==> src/rtl/sadd_pkg.sv <==
package sadd_pkg;
  localparam int DEF_CELLS = 8;
  localparam int DEF_ACC_W = 26;
  localparam int DEF_SHIFT = 8;
  localparam int DEF_HI_W  = 8;

  typedef enum logic {SRC_BUF = 1'b0, SRC_CELL = 1'b1} out_src_e;
endpackage

==> src/rtl/sadd_ctrl_pipe.sv <==
module sadd_ctrl_pipe #(
  parameter int ADDR_W = 3
) (
  input  logic              clk,
  input  logic              rst,
  input  logic [ADDR_W-1:0] addr_i,
  input  logic              shadd_i,
  output logic [ADDR_W-1:0] addr_q,
  output logic              add_en,
  output logic              new_sel,
  output logic              cell_src
);
  logic [ADDR_W-1:0] addr_qq;
  logic              shadd_q, shadd_qq;
  logic              live_q, live_qq;

  always_ff @(posedge clk) begin
    if (rst) begin
      addr_q   <= '0;
      addr_qq  <= '0;
      shadd_q  <= 1'b0;
      shadd_qq <= 1'b0;
      live_q   <= 1'b0;
      live_qq  <= 1'b0;
    end else begin
      addr_q   <= addr_i;
      addr_qq  <= addr_q;
      shadd_q  <= shadd_i;
      shadd_qq <= shadd_q;
      live_q   <= 1'b1;
      live_qq  <= live_q;
    end
  end

  // a selection is new on the first cycle after reset or when the address moved
  assign new_sel  = !live_qq || (addr_q != addr_qq);
  assign add_en   = shadd_q;
  assign cell_src = !shadd_q && !shadd_qq;

  // the control reaches its second stage exactly two edges after entry
  p_ctrl_delay_r4: assert property (@(posedge clk) disable iff (rst)
    live_qq |-> (shadd_qq == $past(shadd_i, 2)));

  // a held address is never flagged as a new selection once history exists
  p_repeat_flag_r6: assert property (@(posedge clk) disable iff (rst)
    (live_q && live_qq && addr_i == addr_q) |=> !new_sel);
endmodule

==> src/rtl/sadd_cell_pick.sv <==
module sadd_cell_pick #(
  parameter int CELLS  = 8,
  parameter int ACC_W  = 26,
  parameter int ADDR_W = 3
) (
  input  logic [CELLS*ACC_W-1:0] acc_flat,
  input  logic [ADDR_W-1:0]      addr,
  output logic [ACC_W-1:0]       picked
);
  logic [ACC_W-1:0] cell_acc [CELLS];

  for (genvar i = 0; i < CELLS; i++) begin : g_unpack
    assign cell_acc[i] = acc_flat[i*ACC_W +: ACC_W];
  end

  always_comb begin
    picked = '0;
    for (int j = 0; j < CELLS; j++) begin
      if (addr == ADDR_W'(j)) picked = cell_acc[j];
    end
  end
endmodule

==> src/rtl/sadd_combiner.sv <==
module sadd_combiner #(
  parameter int ACC_W = 26,
  parameter int SHIFT = 8
) (
  input  logic             clk,
  input  logic             rst,
  input  logic             add_en,
  input  logic [ACC_W-1:0] picked,
  output logic [ACC_W-1:0] buf_q,
  output logic [ACC_W-1:0] feedback
);
  // top ACC_W-SHIFT bits of the buffer, sign-extended back to full width
  function automatic logic [ACC_W-1:0] shifted_operand(input logic [ACC_W-1:0] b,
                                                       input logic en);
    logic [ACC_W-1:0] r;
    r = {{SHIFT{b[ACC_W-1]}}, b[ACC_W-1:SHIFT]};
    return en ? r : '0;
  endfunction

  assign feedback = shifted_operand(buf_q, add_en);

  always_ff @(posedge clk) begin
    if (rst) buf_q <= '0;
    else     buf_q <= picked + feedback;
  end

  // with the control low the old buffer has no influence
  p_plain_load_r2: assert property (@(posedge clk) disable iff (rst)
    !add_en |=> (buf_q == $past(picked)));

  // with the control high the new buffer exceeds the cell by the shifted old buffer
  p_shift_add_r3: assert property (@(posedge clk) disable iff (rst)
    add_en |=> ((buf_q - $past(picked)) ==
                {{SHIFT{$past(buf_q[ACC_W-1])}}, $past(buf_q[ACC_W-1:SHIFT])}));
endmodule

==> src/rtl/sadd_hold.sv <==
module sadd_hold
  import sadd_pkg::*;
#(
  parameter int ACC_W = 26
) (
  input  logic             clk,
  input  logic             rst,
  input  logic             capture,
  input  logic             cell_src,
  input  logic [ACC_W-1:0] picked,
  output logic [ACC_W-1:0] cap_q,
  output out_src_e         src_q
);
  always_ff @(posedge clk) begin
    if (rst) begin
      cap_q <= '0;
      src_q <= SRC_BUF;
    end else begin
      if (capture) cap_q <= picked;
      src_q <= cell_src ? SRC_CELL : SRC_BUF;
    end
  end

  // a repeated selection leaves the captured value alone
  p_hold_stable_r6: assert property (@(posedge clk) disable iff (rst)
    !capture |=> $stable(cap_q));

  // a new selection takes the picked accumulator
  p_fresh_capture_r6: assert property (@(posedge clk) disable iff (rst)
    capture |=> (cap_q == $past(picked)));
endmodule

==> src/rtl/sadd_out_stage.sv <==
module sadd_out_stage
  import sadd_pkg::*;
#(
  parameter int CELLS = DEF_CELLS,
  parameter int ACC_W = DEF_ACC_W,
  parameter int SHIFT = DEF_SHIFT,
  parameter int HI_W  = DEF_HI_W
) (
  input  logic                         clk,
  input  logic                         rst,
  input  logic [CELLS*ACC_W-1:0]       acc_flat,
  input  logic [$clog2(CELLS)-1:0]     sel,
  input  logic                         shift_add,
  input  logic                         oe_hi_n,
  input  logic                         oe_lo_n,
  output logic [ACC_W-1:0]             sum
);
  localparam int ADDR_W = $clog2(CELLS);
  localparam int LO_W   = ACC_W - HI_W;

  logic [ADDR_W-1:0] addr_q;
  logic              add_en, new_sel, cell_src;
  logic [ACC_W-1:0]  picked, buf_q, feedback, cap_q, sum_raw;
  out_src_e          src_q;

  sadd_ctrl_pipe #(.ADDR_W(ADDR_W)) u_ctrl (
    .clk(clk), .rst(rst), .addr_i(sel), .shadd_i(shift_add),
    .addr_q(addr_q), .add_en(add_en), .new_sel(new_sel), .cell_src(cell_src)
  );

  sadd_cell_pick #(.CELLS(CELLS), .ACC_W(ACC_W), .ADDR_W(ADDR_W)) u_pick (
    .acc_flat(acc_flat), .addr(addr_q), .picked(picked)
  );

  sadd_combiner #(.ACC_W(ACC_W), .SHIFT(SHIFT)) u_comb (
    .clk(clk), .rst(rst), .add_en(add_en), .picked(picked),
    .buf_q(buf_q), .feedback(feedback)
  );

  sadd_hold #(.ACC_W(ACC_W)) u_hold (
    .clk(clk), .rst(rst), .capture(new_sel), .cell_src(cell_src),
    .picked(picked), .cap_q(cap_q), .src_q(src_q)
  );

  assign sum_raw = (src_q == SRC_CELL) ? cap_q : buf_q;

  always_comb begin
    sum = sum_raw;
    if (oe_hi_n) sum[ACC_W-1:LO_W] = '0;
    if (oe_lo_n) sum[LO_W-1:0]     = '0;
  end

  // the first cycle out of reset presents an empty result
  p_reset_clear_r1: assert property (@(posedge clk) disable iff (rst)
    $fell(rst) |-> (sum_raw == '0));

  // two low control samples hand the bus to the captured cell
  p_cell_path_r5: assert property (@(posedge clk) disable iff (rst)
    cell_src |=> (sum_raw == cap_q));

  // any high control sample in the window hands the bus to the buffer
  p_buf_path_r5: assert property (@(posedge clk) disable iff (rst)
    !cell_src |=> (sum_raw == buf_q));

  // a disabled part of the bus reads zero
  always_comb begin
    if (oe_hi_n) p_hi_off_r8: assert (sum[ACC_W-1:LO_W] == '0);
    if (oe_lo_n) p_lo_off_r8: assert (sum[LO_W-1:0] == '0);
  end
endmodule

==> config.mk <==
export PLATFORM = sky130hd
export DESIGN_NAME = sadd_out_stage
export DESIGN_NICKNAME = d
export VERILOG_FILES = /design/src/rtl/sadd_pkg.sv /design/src/rtl/sadd_ctrl_pipe.sv /design/src/rtl/sadd_cell_pick.sv /design/src/rtl/sadd_combiner.sv /design/src/rtl/sadd_hold.sv /design/src/rtl/sadd_out_stage.sv
export SDC_FILE = /design/constraint.sdc
export NUM_CORES = 1
export LEC_CHECK = 0
export BUFFER_PORTS_ARGS = -buffer_cell sky130_fd_sc_hd__buf_4
export CORE_UTILIZATION = 54
export CTS_CLUSTER_SIZE = 30
export DETAILED_ROUTE_END_ITERATION = 16
export PLACE_DENSITY = 0.88
export SLEW_MARGIN = 20
export SYNTH_ARGS = -nofsm -noshare
export SYNTH_HDL_FRONTEND = slang
export SYNTH_HIERARCHICAL = 1
export SYNTH_SLANG_ARGS = --single-unit
==> constraint.sdc <==
create_clock -name clk -period 5.95 [get_ports clk]
set_input_delay 0.8925 -clock clk [delete_from_list [all_inputs] [get_ports clk]]
set_output_delay 0.8925 -clock clk [all_outputs]
set_load 0.05 [all_outputs]
Word level (Yosys, flattened, before mapping). Index checks and enable logic that the tools add are counted.

Add/sub/neg operators: 1. Eq/ne operators: 8. Multiplexer cells: 14. Reductions and logical operators: 6.

Operators with widths (count): 2-to-1 mux 26 bit (10); adder 26 bit (1); 2-to-1 mux 18 bit (1); == test 3 bit (second input constant) (4); 2-to-1 mux 8 bit (1); == test 3 x 2 -> 1 bit (second input constant) (2); == test 3 x 1 -> 1 bit (second input constant) (1); zero test 1 bit (3); zero test 3 bit (1); inequality test 3 bit (1); 2-to-1 mux 1 bit (2); logical AND 1 bit (1); logical OR 1 bit (1).

Register bits: 63. Input bits: 216. Output and inout bits: 26.

Depth between registers and ports, before layout.
Word-level depth: 10. Gate-level depth with buffers: 15. Mapped depth without buffers: 12.

Modules after synthesis. The synthesis kept the hierarchy.

By module, submodules not included: sadd_combiner (instances 1, cells each 320, area an instance 2542.4 um^2, sequential area each 520.5 um^2); sadd_cell_pick (instances 1, cells each 261, area an instance 1903.1 um^2, sequential area each 0.0 um^2); sadd_hold (instances 1, cells each 86, area an instance 970.9 um^2, sequential area each 540.5 um^2); sadd_out_stage (instances 1, cells each 58, area an instance 422.9 um^2, sequential area each 0.0 um^2); sadd_ctrl_pipe (instances 1, cells each 25, area an instance 296.5 um^2, sequential area each 200.2 um^2).

Least setup slack after synthesis. No wires, ideal clock.

Path kind: input to register. From: in acc_flat[124]. To: reg u_comb.buf_q[23]. Arrival time: 3.145 ns. Setup slack: 2.683 ns. Cell stages on the path: 9. Buffers on the path: 0. Cell sequence: a21oi_1 -> mux4_2 -> a211oi_1 -> a21boi_2 -> nand4_1 -> a221o_1 -> a311oi_1 -> or3_1 -> a21oi_1.

Cells in the longest elaborated chain, start to end: 5.

Ends and longest elaborated chain: start, declared (RTL line sadd_out_stage.sv:11) `input logic [CELLS*ACC_W-1:0] acc_flat,`; 2-to-1 mux 26 bit (4 in series) (RTL line sadd_cell_pick.sv:19) `if (addr == ADDR_W'(j)) picked = cell_acc[j];`; via picked[20] (RTL line sadd_out_stage.sv:23) `logic [ACC_W-1:0] picked, buf_q, feedback, cap_q, sum_raw;`; adder 26 bit (RTL line sadd_combiner.sv:24) `else buf_q <= picked + feedback;`; end signal, assigned (RTL line sadd_combiner.sv:24); end, declared (RTL line sadd_combiner.sv:9) `output logic [ACC_W-1:0] buf_q,`.

The timed path passes the listed nets, and every way through them passes these cells. A chain may end at the register's enable or synchronous reset.

Worst setup path in the final report.
From: reg u_ctrl.addr_q[1]. To: reg u_comb.buf_q[24].

Cells in the longest elaborated chain, start to end: 10. Elaborated cells on any way between the ends: 17. Those cells by class: add/sub (1); eq/ne (7); mux (8); reduce/logical (1).

Ends and longest elaborated chain: start, declared (RTL line sadd_ctrl_pipe.sv:8) `output logic [ADDR_W-1:0] addr_q,`; start signal, assigned (RTL line sadd_ctrl_pipe.sv:26) `addr_q <= addr_i;`; zero test 3 bit (RTL line sadd_cell_pick.sv:19); 2-to-1 mux 26 bit (7 in series) (RTL line sadd_cell_pick.sv:19); 2-to-1 mux 26 bit (*) (RTL line sadd_cell_pick.sv:19); via picked[1] (RTL line sadd_out_stage.sv:23); adder 26 bit (*) (RTL line sadd_combiner.sv:24).

The timed path passes the listed nets; every way through them passes the cells marked *.

==> metrics.cfg <==
[final_layout]
fillers=862
layout_commonest_cell=buf_4
multi_input_area_um2=4320
area_growth_pct=30.5
layout.nets=1183
layout_common_cells=253 x buf_4, 112 x nor2_1, 100 x mux2i_1, 60 x dfxtp_1, 56 x a21oi_1
diodes=0
register_area_um2=1270
drive_gt1_frac=0.324

[critical_path]
max_stage_delay_ps=630
worstPathCellList=nand2b_1 -> nor2_2 -> a22oi_1 -> a32oi_1 -> inv_1 -> fa_1 -> nor2b_1 -> o2111a_1 -> o21ai_1 -> a311oi_1 -> or3_1 -> a21oi_1
rr_startpoint=u_ctrl/addr_q[1]
path_max_fanout=43
endpoint_kind=flip-flop
reg2reg_slack_ps=1720
ff2ff_path_depth=12
critPathRequiredTime_ps=6150
cp_slowest_cell=nor2_2
crit_arrival_ps=4430
path_class=reg2reg
r2r-end=u_comb/buf_q[24]
worst_setup_path_start_kind=flip-flop

[route]
drt_iter0_drc=748
drc_errors=0
via_per_inst=6.19
first_pass_iters=6
wl_per_cell_um=21.2
ant_nets=0
wl_mm=23.2
vias=6771

[pwr]
max-vdd-ir-drop_mv=0.146
power.density_nw_per_um2=194
p_leak_nw=3.68

[sta]
final_max_slew_viol_count=0
hold_viol=0
setup_ws_ps=1720
setup-tns-final_ps=0
skew_ps=10.4
fmax_mhz=237
slew-limit-headroom=0.290
rsz0062_at_grt=no
min_period_ps=4230
tightest_slew_ps=1060
fin_crit_sh=0.710
hold-worst-slack_ps=451
setup_viol=0

[global_routing]
grt_max_degree=74
grt_usage=0.391
antenna_found_initial=0
grt_pass1_vias=6365
grt_pass1_wl_mm=34.3
grt_overflow_total=0

[placement]
place_hpwl_mm=18.0
finalWeightedCongestion=0.957
port_buffers=241
post-place-ws_ps=1820

[cts]
cts_tree=built
clk_path_buf_depth=2
cts.sinks=63
htreeDepth=3
clkLatencyLatePin_ps=350
cts_root_buf=clkbuf_8
cts_made_buffers=9
path_clk_slew_ps=80
postCtsSetupRepairBufs=0
ctsHoldBuffers=0
cts_resized=0

[synthesis]
synth_nets=976
synth_area_um2=6080
syn_inst=742
yosys_warnings=6
syn_area_per_cell_um2=8.19

[floorplanning]
core-area_um2=10900
rows=38
die_h_um=108
initial_core_util=0.558
io_pins=242
die_area_um2=11700
die_x_um=108

[hold_path]
hold_depth=1
hold_path_end=u_ctrl/live_qq
worstHoldStart=u_ctrl/live_q
hp-class=reg2reg

[job]
drv_cap=0

[status]
status=finished clean

-- worst max path at each step --
stage,from,to,slack [ps],cells after the start
after floorplan,acc_flat[124],u_comb/buf_q[23],2680,9
after global placement,u_ctrl/addr_q[1],u_comb/buf_q[24],1780,10
after detailed placement,u_ctrl/addr_q[1],u_comb/buf_q[24],1820,10
after CTS,u_ctrl/addr_q[0],u_comb/buf_q[24],1790,10
after global routing,u_ctrl/addr_q[0],u_comb/buf_q[24],1520,12
final,u_ctrl/addr_q[1],u_comb/buf_q[24],1720,12
-- per-layer routing --
metal	up-vias	GRT usage	share of wire	wire length, um
li1	3140	-	-	-
met1	3164	0.479	0.39	9040
met2	399	0.648	0.47	10900
met3	68	0.0934	0.10	2410
met4	0	0.173	0.039	896
met5	-	0	0	0
-- critical path: cells and delay by family (launching register included) --
| family | cells | cell delay, ps |
|---|---|---|
| compound gates | 6 | 1480 |
| fa+ha+maj | 1 | 420 |
| buf+inv | 1 | 110 |
| flops | 1 | 580 |
| simple gates | 4 | 1470 |
-- report_power, final --
| group | total (mW) | internal, mW | switching (mW) |
|---|---|---|---|
| Combinational | 0.630 | 0.280 | 0.350 |
| Sequential | 0.505 | 0.467 | 0.0380 |
| Clock | 0.404 | 0.220 | 0.184 |
| Total | 1.54 | 0.967 | 0.571 |
-- state kept, by name, indices dropped and copies added, names as in the netlist --
register,flops
u_ctrl/add_en,1
u_ctrl/shadd_qq,1
u_hold/cap_q,26
u_ctrl/addr_qq,3
u_hold/src_q,1
u_comb/buf_q,26
u_ctrl/live_qq,1
u_ctrl/live_q,1
u_ctrl/addr_q,3
-- stage by stage --
stage	std cells	power [mW]	util	area, um^2
after floorplan	742	0.906	-	6080
after global placement	1076	1.12	0.708	7700
after detailed placement	1077	1.13	0.708	7710
after CTS	1093	1.53	0.728	7920
after global routing	1094	1.61	0.728	7930
final	1094	1.54	0.728	7930
-- layout make-up --
cell class              count  area share
repair buffers            255       0.241
well taps                 140      0.0221
clock buffers              11      0.0191
clock inverters             5     0.00805
inverters                  11     0.00552
multi-input cells         609       0.545
flip-flops and latches     63       0.160
Power figures use the tool's default switching activity.
